File: src/rtl/tmb_pkg.sv
package tmb_pkg;
  localparam int unsigned TMB_DEF_THREADS = 4;
  localparam int unsigned TMB_DEF_TID_W   = 3;
  localparam int unsigned TMB_DEF_ADDR_W  = 32;
  localparam int unsigned TMB_DEF_LINE    = 64;

  // Number of byte-offset bits inside one line (at least one line byte)
  function automatic int unsigned tmb_off_bits(input int unsigned line_bytes);
    return (line_bytes > 1) ? $clog2(line_bytes) : 0;
  endfunction
endpackage

File: src/rtl/tmb_tid_decode.sv
module tmb_tid_decode #(
  parameter int unsigned N_THREADS = 4,
  parameter int unsigned TID_W     = 3
) (
  input  logic                 valid_i,
  input  logic [TID_W-1:0]     tid_i,
  output logic [N_THREADS-1:0] sel_o,
  output logic                 bad_o
);
  localparam logic [TID_W:0] LIMIT = (TID_W+1)'(N_THREADS);

  for (genvar g = 0; g < N_THREADS; g++) begin : g_sel
    assign sel_o[g] = valid_i && ({1'b0, tid_i} == (TID_W+1)'(g));
  end

  assign bad_o = valid_i && ({1'b0, tid_i} >= LIMIT);
endmodule

File: src/rtl/tmb_entry.sv
module tmb_entry #(
  parameter int unsigned ADDR_W = 32
) (
  input  logic              clk,
  input  logic              rst_n,
  input  logic              snoop_chk_i,
  input  logic [ADDR_W-1:0] snoop_line_i,
  input  logic              store_chk_i,
  input  logic [ADDR_W-1:0] store_line_i,
  input  logic              any_hit_i,
  input  logic              arm_sel_i,
  input  logic [ADDR_W-1:0] arm_addr_i,
  input  logic              mw_sel_i,
  input  logic [ADDR_W-1:0] mw_line_i,
  output logic              hit_o,
  output logic              sleep_o,
  output logic              armed_o,
  output logic              waiting_o,
  output logic [ADDR_W-1:0] watch_addr_o
);
  logic              armed_q, waiting_q, wake_q;
  logic              armed_d, waiting_d, wake_d;
  logic [ADDR_W-1:0] line_q, line_d, addr_q, addr_d;
  logic              wake_eff;

  assign hit_o = armed_q && waiting_q &&
                 ((snoop_chk_i && (line_q == snoop_line_i)) ||
                  (store_chk_i && (line_q == store_line_i)));

  // a hit in this very cycle counts as an already pending wakeup
  assign wake_eff = wake_q || any_hit_i;
  assign sleep_o  = !wake_eff;

  always_comb begin
    armed_d   = armed_q;
    waiting_d = waiting_q;
    wake_d    = wake_q;
    line_d    = line_q;
    addr_d    = addr_q;
    if (hit_o) begin
      armed_d   = 1'b0;
      waiting_d = 1'b0;
    end
    if (any_hit_i) wake_d = 1'b1;
    if (arm_sel_i) begin
      armed_d = 1'b1;
      addr_d  = arm_addr_i;
      line_d  = '0;
    end
    if (mw_sel_i) begin
      if (wake_eff) begin
        wake_d = 1'b0;
      end else begin
        line_d    = mw_line_i;
        waiting_d = 1'b1;
      end
    end
  end

  always_ff @(posedge clk or negedge rst_n) begin
    if (!rst_n) begin
      armed_q   <= 1'b0;
      waiting_q <= 1'b0;
      wake_q    <= 1'b0;
      line_q    <= '0;
      addr_q    <= '0;
    end else begin
      armed_q   <= armed_d;
      waiting_q <= waiting_d;
      wake_q    <= wake_d;
      line_q    <= line_d;
      addr_q    <= addr_d;
    end
  end

  assign armed_o      = armed_q;
  assign waiting_o    = waiting_q;
  assign watch_addr_o = addr_q;
endmodule

File: src/rtl/thread_monitor_bank.sv
module thread_monitor_bank
  import tmb_pkg::*;
#(
  parameter int unsigned N_THREADS  = TMB_DEF_THREADS,
  parameter int unsigned TID_W      = TMB_DEF_TID_W,
  parameter int unsigned ADDR_W     = TMB_DEF_ADDR_W,
  parameter int unsigned LINE_BYTES = TMB_DEF_LINE
) (
  input  logic                        clk,
  input  logic                        rst_n,
  input  logic                        arm_valid_i,
  input  logic [TID_W-1:0]            arm_tid_i,
  input  logic [ADDR_W-1:0]           arm_addr_i,
  input  logic                        mwait_valid_i,
  output logic                        mwait_ready_o,
  input  logic [TID_W-1:0]            mwait_tid_i,
  input  logic [ADDR_W-1:0]           mwait_paddr_i,
  output logic                        mwait_rsp_valid_o,
  output logic                        mwait_rsp_sleep_o,
  input  logic                        snoop_valid_i,
  input  logic [ADDR_W-1:0]           snoop_addr_i,
  input  logic                        store_valid_i,
  input  logic [TID_W-1:0]            store_tid_i,
  input  logic [ADDR_W-1:0]           store_addr_i,
  input  logic [N_THREADS-1:0]        suspended_i,
  output logic                        wakeup_o,
  output logic [N_THREADS-1:0]        activate_o,
  output logic                        err_o,
  output logic [N_THREADS-1:0]        armed_o,
  output logic [N_THREADS-1:0]        waiting_o,
  output logic [N_THREADS*ADDR_W-1:0] watch_addr_o
);
  localparam int unsigned OFF_W = tmb_off_bits(LINE_BYTES);
  localparam logic [ADDR_W-1:0] LINE_MASK = ~ADDR_W'((1 << OFF_W) - 1);

  logic [N_THREADS-1:0] arm_sel, mw_sel, hit_vec, sleep_vec, store_chk;
  logic                 arm_bad, mw_bad, mw_acc, any_hit;
  logic [ADDR_W-1:0]    snoop_line, store_line, mw_line;

  assign mwait_ready_o = !(arm_valid_i && mwait_valid_i && (arm_tid_i == mwait_tid_i));
  assign mw_acc        = mwait_valid_i && mwait_ready_o;

  assign snoop_line = snoop_addr_i  & LINE_MASK;
  assign store_line = store_addr_i  & LINE_MASK;
  assign mw_line    = mwait_paddr_i & LINE_MASK;

  tmb_tid_decode #(.N_THREADS(N_THREADS), .TID_W(TID_W)) arm_dec_i (
    .valid_i(arm_valid_i), .tid_i(arm_tid_i), .sel_o(arm_sel), .bad_o(arm_bad)
  );

  tmb_tid_decode #(.N_THREADS(N_THREADS), .TID_W(TID_W)) mw_dec_i (
    .valid_i(mw_acc), .tid_i(mwait_tid_i), .sel_o(mw_sel), .bad_o(mw_bad)
  );

  for (genvar t = 0; t < N_THREADS; t++) begin : g_mon
    // the issuing thread never observes its own store
    assign store_chk[t] = store_valid_i && ({1'b0, store_tid_i} != (TID_W+1)'(t));

    tmb_entry #(.ADDR_W(ADDR_W)) entry_i (
      .clk          (clk),
      .rst_n        (rst_n),
      .snoop_chk_i  (snoop_valid_i),
      .snoop_line_i (snoop_line),
      .store_chk_i  (store_chk[t]),
      .store_line_i (store_line),
      .any_hit_i    (any_hit),
      .arm_sel_i    (arm_sel[t]),
      .arm_addr_i   (arm_addr_i),
      .mw_sel_i     (mw_sel[t]),
      .mw_line_i    (mw_line),
      .hit_o        (hit_vec[t]),
      .sleep_o      (sleep_vec[t]),
      .armed_o      (armed_o[t]),
      .waiting_o    (waiting_o[t]),
      .watch_addr_o (watch_addr_o[t*ADDR_W +: ADDR_W])
    );
  end

  assign any_hit = |hit_vec;

  always_ff @(posedge clk or negedge rst_n) begin
    if (!rst_n) begin
      mwait_rsp_valid_o <= 1'b0;
      mwait_rsp_sleep_o <= 1'b0;
      wakeup_o          <= 1'b0;
      activate_o        <= '0;
      err_o             <= 1'b0;
    end else begin
      mwait_rsp_valid_o <= |mw_sel;
      mwait_rsp_sleep_o <= |(mw_sel & sleep_vec);
      wakeup_o          <= any_hit;
      activate_o        <= any_hit ? suspended_i : '0;
      err_o             <= arm_bad || mw_bad;
    end
  end
endmodule

File: config.mk
export PLATFORM = sky130hd
export DESIGN_NAME = thread_monitor_bank
export DESIGN_NICKNAME = d
export VERILOG_FILES = /design/src/rtl/tmb_pkg.sv /design/src/rtl/tmb_tid_decode.sv /design/src/rtl/tmb_entry.sv /design/src/rtl/thread_monitor_bank.sv
export SDC_FILE = /design/constraint.sdc
export NUM_CORES = 1
export LEC_CHECK = 0
export BUFFER_PORTS_ARGS = -buffer_cell sky130_fd_sc_hd__buf_2
export CAP_MARGIN = 30
export CORE_MARGIN = 2
export CORE_UTILIZATION = 55
export DETAILED_ROUTE_END_ITERATION = 8
export PLACE_DENSITY = 0.86
export RECOVER_POWER = 100
export SYNTH_ARGS = -nofsm -noshare
export SYNTH_HDL_FRONTEND = slang
export SYNTH_HIERARCHICAL = 1
export SYNTH_SLANG_ARGS = --single-unit
File: constraint.sdc
create_clock -name clk -period 4.35 [get_ports clk]
set_input_delay 0.2175 -clock clk [delete_from_list [all_inputs] [get_ports clk]]
set_output_delay 0.2175 -clock clk [all_outputs]
set_load 0.005 [all_outputs]
==> results of run 1 <==
[final timing paths]
kind / cells after the start / end
hold reg to reg: 1 / g_mon[1].entry_i/watch_addr_o[22]$_DFFE_PN0P_
max in group asynchronous: 2 / g_mon[2].entry_i/line_q[3]$_DFF_PN0_
setup / recovery: 11 / g_mon[2].entry_i/line_q[19]$_DFF_PN0_
min in group asynchronous: 2 / g_mon[3].entry_i/watch_addr_o[13]$_DFFE_PN0P_
hold / removal: 3 / g_mon[0].entry_i/wake_q$_DFF_PN0_
setup reg to reg: 11 / g_mon[2].entry_i/line_q[19]$_DFF_PN0_
[area by class of cell]
type,instances,area (sq um)
fill,2044,8010
multi-input combinational,1118,7350
sequential,276,6910
timing repair buffer,354,2030
clock buffer,43,850
tap,335,419
clock inverter,12,220
inverter,7,50.0
antenna,1,2.50
[timing repair]
action / 4_1_cts / 5_1_grt
hold endpoints to repair: 360 / 0
hold buffers: 67 / 0
gates resized for setup: 0 / 0
[power groups by stage]
stage	logic (mW)	clock network, mW	registers, mW
finish	1.75	2.74	3.41
detailed placement	1.72	0	3.43
CTS	1.78	2.77	3.39
global route	1.89	2.88	3.46
floorplan	0.933	0	3.38
global placement	1.68	0	3.40
[flip-flops by register name, indices dropped and copies added, names as in the netlist]
signal / cells
g_mon.entry_i/line_q: 128
g_mon.entry_i/watch_addr_o: 128
activate_o: 4
g_mon.entry_i/armed_o: 4
g_mon.entry_i/waiting_o: 4
g_mon.entry_i/wake_q: 4
err_o: 1
mwait_rsp_sleep_o: 1
mwait_rsp_valid_o: 1
wakeup_o: 1
[worst reg2reg max path, delay by kind of cell, from the launching register on]
kind | cells | cell delay (ns)
xor+xnor | 1 | 0.36
simple gates | 6 | 1.47
flops | 1 | 0.48
buf+inv | 2 | 0.55
compound gates | 2 | 0.48
[through the flow]
| stage | setup WS [ns] | cells | power [mW] |
|---|---|---|---|
| 2_1_floorplan | 1.63 | 1457 | 4.31 |
| 3_3_place_gp | 1.02 | 2023 | 5.08 |
| 3_5_place_dp | 0.939 | 2023 | 5.15 |
| 4_1_cts | 0.949 | 2145 | 7.94 |
| 5_1_grt | 0.415 | 2146 | 8.24 |
| 6_report | 0.842 | 2146 | 7.90 |
[placed cells by master (no fill, tap or decap), types with 9 or more instances in the layout]
master and n:
xnor2_1 135, xor2_1 128, clkbuf_1 118, nand3_1 12, dlygate4sd3_1 67, nor4_1 68
conb_1 72, nor2_1 20, nand2_1 286, dfrtp_1 276, buf_2 168, mux2_1 116
mux2_2 12, o21ai_1 10, o21ai_0 118, clkbuf_16 30, or4_1 9, nand4_1 56
[layer usage]
metal,vias up,GRT usage
li1,5570,-
met1,5942,0.459
met2,660,0.557
met3,241,0.0957
met4,0,0.206
met5,-,0
[cells by family after synthesis]
family                 Yosys count  share of synthesized area
AND/OR/NAND/NOR                509                      0.177
flip-flops                     276                      0.482
XOR/XNOR                       263                      0.161
AO/OA/AOI/OAI                  146                     0.0559
multiplexers                   128                      0.101
buffers and inverters           63                     0.0242
other                            1                   0.000262
==> run summary, run 1 <==
* status: finished, violations left
* violated checks: capacitance limit, slew limit
* number of placement rows: 59
* Wirelength per Cell: 23.0 microns
* count of H-tree levels built during CTS: 1
* power per cell area: 443 nW/um^2
* Sum Neg Setup Slack: 0 ns
* switching power of the nets: 2.46 mW
* launch point of the worst reg-to-reg path: g_mon[0].entry_i/line_q[26]$_DFF_PN0_
* Period Utilization, post-route: 0.807
* number of distinct library cells after synthesis: 38
* First-pass DRT Iterations: 5
* number of clock sinks: 276
* WL met2: 22.0 mm
* count of maximum capacitance violations: 2
* final non-filler cell area: 17800 sq um
* Post-synth top flop: dfrtp_1
* TritonCTS clock tree: yes
* Overflow after GRT: 0
* kind of launch point of the worst setup path: flop
* detail-routed via count per cell: 5.78
* worst-margin pin slew: 3.41 ns
* met3 WL post-DR: 4.99 mm
* Total GRT Usage: 0.360
* type of destination of the critical path: flop
* sequential element share of the synthesized area: 0.482
* worst-case headroom to the max-slew limit: -1.27
* launching instance or port of the critical path: g_mon[0].entry_i/line_q[26]$_DFF_PN0_
* antenna violations before repair: 1
* minimum setup slack among reg-to-reg paths: 0.84 ns
* count of state elements after synthesis: 276
* cell area after technology mapping: 14300 sq um
* kind of cell adding the most delay to the critical path: simple AND/OR/NAND/NOR gates
* number of pins exceeding their max-slew limit in the final report: 156
* most instantiated library cell after synthesis: nand2_1
* routed wire length: 49.5 mm
* clock input transition at the sequential cells of the worst setup and hold paths: 0.06 ns
* internal power: 5.44 mW
* Hold Crit Class: input port to flop
* number of top-level design ports: 292
* clock latency on the worst-skew pair: 0.58 ns
* maximum VDD drop: 0.327 mV
* initial detailed-routing violation count: 1063
* width of the die: 165 microns
* number of enable-type register cells in the synthesized netlist: 0
* worst path required time: 4.77 ns
* endpoint arrival time on the critical path: 3.93 ns
* warnings from Yosys: 6
* cell repeated most along the worst path: nor4_1
* unrepaired setup endpoints after global routing: false
* Hold Startpoint: mwait_tid_i[1]
* ANT nets after route: 0
* final core utilization: 0.690
* Avg Synthesized Cell Area: 10.3 sq um
* final weighted congestion in routability-driven placement: 1.03
* combinational group share of total power: 0.221
* sequential power share: 0.432
* clock buffer count from CTS: 30
* total number of vias: 12400
* via count of the first global-routing pass: 12200
* Syn Inst Count: 1386
* placeable core region: 25800 sq um
* first-pass GRT wire length: 72.4 mm
* highest-delay cell along the critical path: nor4_4
* clock period minus worst slack: 3.51 ns
* Root Driver: clkbuf_16
* setup repair bufs after CTS: 0
* fraction of synthesized cell area taken by the top area cell type: 0.482
* uppermost layer routed: met4
* Synth area leaders: dfrtp_1 48%, mux2_1 9.1%, xnor2_1 8.2%
* Final nets: 1934
* full die area: 27400 sq um
* maximum single-stage delay on the critical path: 0.50 ns
* CP Max Fanout: 24
* fraction of power consumed by the clock network: 0.346
* pin count of the biggest net entering global routing: 133
* Critical path buffers and inverters: 2
* total DRC errors in the routed layout: 0
* ranking of synthesized cells by instance count: 286 x nand2_1, 276 x dfrtp_1, 135 x xnor2_1
* tightest hold margin: 0.0280 ns
* Detail Placement HPWL: 35.0 mm
* async set-or-reset flop fraction in the synthesized netlist: 1.00
* # setup viols final: 0
* total leakage power: 7.80 nW
* buffers from clock root to sink, at most: 3
* wire length on met1: 18.8 mm
* skew final: 0.0193 ns
* cell taking the most area after synthesis: dfrtp_1
* initial core utilization: 0.555
* Hold Fails Final Rpt: 0
* top achievable clock speed: 0.285 GHz
* synthesis-to-finish area growth: 24.4%
* Critical Path, Cell by Cell: xor2_1 > nor4_1 > nand3_1 > nor4_1 > o211a_1 > nor4_4 > inv_1 > nor2_1 > and2_2 > buf_4 > o21ai_0
* kind of critical path: flop to flop
* die boundary height: 165 microns
* count of input and output buffers: 273
* post-placement cell area: 16300 sq um
* fraction of layout cells with a size suffix above 1: 0.144
* switching power share of the total: 0.311
No activity file was read; power rests on OpenSTA's default activity.
==> run 2, diff against run 1 <==
==> constraint.sdc (replaced) <==
create_clock -name clk -period 3.6 [get_ports clk]
set_input_delay 0.18 -clock clk [delete_from_list [all_inputs] [get_ports clk]]
set_output_delay 0.18 -clock clk [all_outputs]
set_load 0.005 [all_outputs]
==> run 2 against run 1 <==
Compared with the run above:
- the flow still finishes with violations (capacitance limit, slew limit)
- critical path type unchanged
- register-to-register slack worse by 0.58 ns
- clock-buffer cell count is 1 higher
- power is 17% higher
- sequential power is 21% higher
- final cell count hardly changed
- flip-flop and latch count stayed put
- clock skew is 0.0025 ns higher
- worst hold slack worse by 0.010 ns
- maximum frequency is 5.1% higher
- largest power group unchanged
==> run summary, run 2 (synthesis gave the netlist of run 1 again) <==
* antenna violations before repair: 2
* CP Max Fanout: 25
* violated checks: capacitance limit, slew limit
* power per cell area: 519 nW/um^2
* buffers from clock root to sink, at most: 3
* # setup viols final: 0
* First-pass DRT Iterations: 5
* via count of the first global-routing pass: 12500
* Period Utilization, post-route: 0.927
* internal power: 6.30 mW
* worst hold path endpoint: err_o$_DFF_PN0_
* Post-CTS Hold Buffers: 64
* total DRC errors in the routed layout: 0
* Overflow after GRT: 0
* count of maximum capacitance violations: 3
* initial detailed-routing violation count: 1111
* kind of critical path: flop to flop
* smallest setup slack after layout: 0.262 ns
* TritonCTS clock tree: yes
* fraction of layout cells with a size suffix above 1: 0.143
* Hold Fails Final Rpt: 0
* Detail Placement HPWL: 34.9 mm
* placeable core region: 25800 sq um
* type of destination of the critical path: flop
* minimum setup slack among reg-to-reg paths: 0.26 ns
* worst path required time: 4.04 ns
* Root Driver: clkbuf_16
* number of top-level design ports: 292
* Total GRT Usage: 0.356
* count of input and output buffers: 273
* maximum VDD drop: 0.418 mV
* switching power share of the total: 0.316
* destination of the worst register-to-register timing path: g_mon[3].entry_i/line_q[7]$_DFF_PN0_
* clock buffer count from CTS: 29
* Hold Startpoint: arm_tid_i[2]
* die boundary height: 165 microns
* Sum Neg Setup Slack: 0 ns
* overall power consumption: 9.20 mW
* fraction of power consumed by the clock network: 0.324
* launch point of the worst reg-to-reg path: g_mon[1].entry_i/line_q[17]$_DFF_PN0_
* skew final: 0.0217 ns
* synthesis-to-finish area growth: 23.7%
* full die area: 27400 sq um
* number of pins exceeding their max-slew limit in the final report: 184
* count of H-tree levels built during CTS: 1
* FF-to-FF path depth: 11
* Hold Crit Class: input port to flop
* Final nets: 1937
* Placed Cells incl. Taps: 2030
* top achievable clock speed: 0.300 GHz
* number of clock sinks: 276
* worst-case headroom to the max-slew limit: -0.904
* clock input transition at the sequential cells of the worst setup and hold paths: 0.06 ns
* routed wire length: 49.2 mm
* worst-margin pin slew: 2.86 ns
* total leakage power: 7.77 nW
* Wirelength per Cell: 22.9 microns
* endpoint arrival time on the critical path: 3.78 ns
* switching power of the nets: 2.91 mW
* number of cells in the finished layout apart from fillers: 2147
* fillcell total: 2007
* final weighted congestion in routability-driven placement: 1.05
* cell depth of the worst hold path: 3
* ANT nets after route: 0
* clock latency on the worst-skew pair: 0.58 ns
* status: finished, violations left
* width of the die: 165 microns
* clock period minus worst slack: 3.34 ns
* number of placement rows: 59
* sequential power share: 0.448
* kind of launch point of the worst setup path: flop
* post-placement worst setup slack: 0.355 ns
* combinational group share of total power: 0.228
* leading cell type in the layout, fill and taps excluded: nand2_1
* setup repair bufs after CTS: 0
* tightest hold margin: 0.0178 ns
* highest-count cells in the layout ignoring fill and taps: 286 x nand2_1, 276 x dfrtp_1, 163 x buf_2, 135 x xnor2_1, 128 x xor2_1
* unrepaired setup endpoints after global routing: false
* initial core utilization: 0.555
* pin count of the biggest net entering global routing: 117
* first-pass GRT wire length: 72.1 mm
* post-CTS sizing: 0
* total number of vias: 12400
* detail-routed via count per cell: 5.79
## run 2: area by class of cell
| type | count | area [sq um] | share of cell area |
|---|---|---|---|
| diodes | 2 | 5.00 | 0.000282 |
| multi-input cells | 1118 | 7350 | 0.415 |
| repair buffers | 358 | 2060 | 0.116 |
| clock inverters | 7 | 100 | 0.00564 |
| inverters | 7 | 56.3 | 0.00318 |
| clock buffers | 44 | 832 | 0.0469 |
| flip-flops and latches | 276 | 6910 | 0.389 |
| well taps | 335 | 419 | 0.0236 |
## run 2: through the flow
stage | utilization | instance area (sq um)
after global placement | 0.632 | 16300
after global routing | 0.686 | 17700
after detailed placement | 0.632 | 16300
final | 0.686 | 17700
after floorplan | - | 14600
after CTS | 0.693 | 17900
## run 2: metal layers
layer | routed length, microns | part of all wire | global-route usage | vias to the layer above
met5 | 0 | 0 | 0 | -
met4 | 3770 | 0.077 | 0.217 | 0
met3 | 4510 | 0.092 | 0.0884 | 260
met2 | 22300 | 0.45 | 0.565 | 672
met1 | 18600 | 0.38 | 0.438 | 5937
li1 | - | - | - | 5554
## run 2: worst max-delay path, stage by stage (launching register included)
cell	delay [ns]
dfrtp_1	0.41
xor2_1	0.35
nor4_1	0.10
nand4_1	0.13
nor4_1	0.08
o211a_1	0.32
nor4_4	0.47
inv_1	0.21
nor2_1	0.27
and2_2	0.36
clkbuf_4	0.34
o21ai_0	0.14
## run 2: worst max path at each step
stage	to	cells past startpoint	startpoint
3_3_place_gp	g_mon[1].entry_i/line_q[14]$_DFF_PN0_	12	g_mon[1].entry_i/line_q[26]$_DFF_PN0_
6_report	g_mon[3].entry_i/line_q[7]$_DFF_PN0_	11	g_mon[1].entry_i/line_q[17]$_DFF_PN0_
4_1_cts	g_mon[1].entry_i/line_q[20]$_DFF_PN0_	12	g_mon[1].entry_i/line_q[23]$_DFF_PN0_
2_1_floorplan	g_mon[0].entry_i/line_q[13]$_DFF_PN0_	12	g_mon[1].entry_i/line_q[23]$_DFF_PN0_
3_5_place_dp	g_mon[1].entry_i/line_q[20]$_DFF_PN0_	12	g_mon[1].entry_i/line_q[23]$_DFF_PN0_
5_1_grt	g_mon[0].entry_i/armed_o$_DFFE_PN0P_	8	arm_valid_i
## run 2: power by group through the flow
| stage | combinational (mW) | clock, mW | sequential [mW] |
|---|---|---|---|
| after floorplan | 1.13 | 0 | 4.08 |
| after global placement | 2.03 | 0 | 4.11 |
| after detailed placement | 2.08 | 0 | 4.14 |
| after CTS | 2.15 | 3.02 | 4.10 |
| after global routing | 2.27 | 3.15 | 4.18 |
| final | 2.10 | 2.98 | 4.12 |
==> run 3, diff against run 2 <==
--- a/config.mk
+++ b/config.mk
@@ -7,11 +7,12 @@
 export LEC_CHECK = 0
 export BUFFER_PORTS_ARGS = -buffer_cell sky130_fd_sc_hd__buf_2
 export CAP_MARGIN = 30
+export CORE_ASPECT_RATIO = 1.2
 export CORE_MARGIN = 2
 export CORE_UTILIZATION = 55
 export DETAILED_ROUTE_END_ITERATION = 8
 export PLACE_DENSITY = 0.86
-export RECOVER_POWER = 100
+export RECOVER_POWER = 25
 export SYNTH_ARGS = -nofsm -noshare
 export SYNTH_HDL_FRONTEND = slang
 export SYNTH_HIERARCHICAL = 1
==> run 3 against run 2 <==
Compared with the run above:
- the run still ends with capacitance limit, slew limit left
- non-clock buffer count decreased by 5
- power increased by 0.40%
- worst setup slack got worse by 0.15 ns
- final cell count decreased by 0.75%
- first-iteration DRC count decreased by 8.9%
- critical endpoint is now g_mon[1].entry_i/line_q[20]$_DFF_PN0_
==> run summary, run 3 (synthesis gave the netlist of run 1 again) <==
* clock buffer count from CTS: 28
* Critical path buffers and inverters: 2
* Overflow after GRT: 0
* top achievable clock speed: 0.287 GHz
* Total GRT Usage: 0.376
* worst-margin pin slew: 2.51 ns
* TritonCTS clock tree: yes
* Sum Neg Setup Slack: 0 ns
* status: finished, violations left
* number of placement rows: 64
* Period Utilization, post-route: 0.968
* maximum single-stage delay on the critical path: 0.61 ns
* overall power consumption: 9.24 mW
* endpoint arrival time on the critical path: 3.95 ns
* ANT nets after route: 0
* kind of launch point of the worst setup path: flop
* leading cell type in the layout, fill and taps excluded: nand2_1
* final non-filler cell area: 17800 sq um
* Wirelength per Cell: 24.0 microns
* count of maximum capacitance violations: 1
* fraction of power consumed by the clock network: 0.304
* number of cells in the finished layout apart from fillers: 2131
* highest-count cells in the layout ignoring fill and taps: 286 x nand2_1, 276 x dfrtp_1, 248 x buf_2, 135 x xnor2_1
* number of top-level design ports: 292
* switching power share of the total: 0.333
* total number of vias: 12600
* highest-delay cell along the critical path: xor2_1
* worst path required time: 4.07 ns
* Final nets: 1931
* # setup viols final: 0
* Hold Crit Class: input port to flop
* pin count of the biggest net entering global routing: 102
* count of H-tree levels built during CTS: 1
* fraction of layout cells with a size suffix above 1: 0.191
* First-pass DRT Iterations: 5
* antenna violations before repair: 1
* final weighted congestion in routability-driven placement: 1.06
* skew final: 0.0451 ns
* post-placement worst setup slack: 0.457 ns
* kind of cell adding the most delay to the critical path: simple AND/OR/NAND/NOR gates
* post-CTS sizing: 0
* clock latency on the worst-skew pair: 0.59 ns
* placeable core region: 25500 sq um
* full die area: 27400 sq um
* Hold Fails Final Rpt: 0
* sequential power share: 0.448
* final core utilization: 0.696
* width of the die: 151 microns
* Placed Cells incl. Taps: 2016
* switching power of the nets: 3.08 mW
* total leakage power: 8.00 nW
* combinational group share of total power: 0.248
* tightest hold margin: 0.110 ns
* count of input and output buffers: 273
* via count of the first global-routing pass: 13200
* post-placement cell area: 16300 sq um
* initial core utilization: 0.561
* CP Max Fanout: 54
* Detail Placement HPWL: 36.3 mm
* total DRC errors in the routed layout: 0
* type of destination of the critical path: flop
* power per cell area: 520 nW/um^2
* detail-routed via count per cell: 5.92
* buffers from clock root to sink, at most: 3
* number of pins exceeding their max-slew limit in the final report: 100
* synthesis-to-finish area growth: 24.0%
* die boundary height: 181 microns
* initial detailed-routing violation count: 1012
* internal power: 6.16 mW
* clock input transition at the sequential cells of the worst setup and hold paths: 0.06 ns
* kind of critical path: flop to flop
* smallest setup slack after layout: 0.116 ns
* violated checks: capacitance limit, slew limit
* number of clock sinks: 276
* routed wire length: 51.2 mm
* maximum VDD drop: 0.416 mV
* worst-case headroom to the max-slew limit: -0.677
* Root Driver: clkbuf_16
* Critical Path, Cell by Cell: xor2_1 > nor3_1 > nand3_1 > nor4_1 > o211a_1 > nor4_4 > inv_1 > nor2_1 > and2_2 > buf_12 > nand2_1 > o21ai_1
* clock period minus worst slack: 3.48 ns
* unrepaired setup endpoints after global routing: false
* first-pass GRT wire length: 77.1 mm
-- run 3: changes by cell type in the layout (fill, tap and decap cells not counted), sizes merged, moves of 2 or more --
cell,change
clkinv,+2
clkbuf,-102
clkinvlp,+2
bufinv,-2
buf,+87
dlygate4sd3,+4
-- run 3: worst reg2reg max path, stage by stage, from the launching register on --
cell and delay [ns]:
dfrtp_1 0.41, xor2_1 0.61, nor3_1 0.14, nand3_1 0.13
nor4_1 0.05, o211a_1 0.30, nor4_4 0.44, inv_1 0.19
nor2_1 0.24, and2_2 0.33, buf_12 0.27, nand2_1 0.14
o21ai_1 0.11
-- run 3: path summary, 6_finish.rpt --
kind	cells after the start	slack, ns	end	startpoint
max reg2reg	12	0.12	g_mon[1].entry_i/line_q[20]$_DFF_PN0_	g_mon[0].entry_i/line_q[28]$_DFF_PN0_
min	3	0.11	g_mon[3].entry_i/wake_q$_DFF_PN0_	mwait_tid_i[0]
min in group asynchronous	2	0.90	g_mon[1].entry_i/watch_addr_o[16]$_DFFE_PN0P_	rst_n
max in group asynchronous	3	1.07	g_mon[2].entry_i/line_q[13]$_DFF_PN0_	rst_n
max	12	0.12	g_mon[1].entry_i/line_q[20]$_DFF_PN0_	g_mon[0].entry_i/line_q[28]$_DFF_PN0_
min reg2reg	1	0.48	g_mon[3].entry_i/watch_addr_o[26]$_DFFE_PN0P_	g_mon[3].entry_i/watch_addr_o[26]$_DFFE_PN0P_
-- run 3: per-layer routing --
| metal | track usage | share of wire |
|---|---|---|
| met5 | 0 | 0 |
| met1 | 0.448 | 0.36 |
| met3 | 0.0717 | 0.085 |
| met4 | 0.206 | 0.068 |
| met2 | 0.636 | 0.49 |
-- run 3: power by group through the flow --
stage | clock, mW | sequential, mW | combinational, mW
floorplan | 0 | 4.08 | 1.13
global placement | 0 | 4.10 | 2.08
detailed placement | 0 | 4.14 | 2.15
CTS | 2.80 | 4.10 | 2.23
global route | 2.95 | 4.19 | 2.45
finish | 2.81 | 4.14 | 2.29
-- run 3: cell type report --
type / instances / area [sq um]
clock buffers: 38 / 788
flip-flops and latches: 276 / 6910
well taps: 330 / 413
inverters: 7 / 56.3
diodes: 1 / 2.50
fillers: 1873 / 7770
repair buffers: 353 / 2180
clock inverters: 8 / 70.1
multi-input cells: 1118 / 7360
-- run 3: timing repair --
action	CTS	global route
hold buffers	68	0
setup buffers	0	0
hold endpoints to repair	336	0
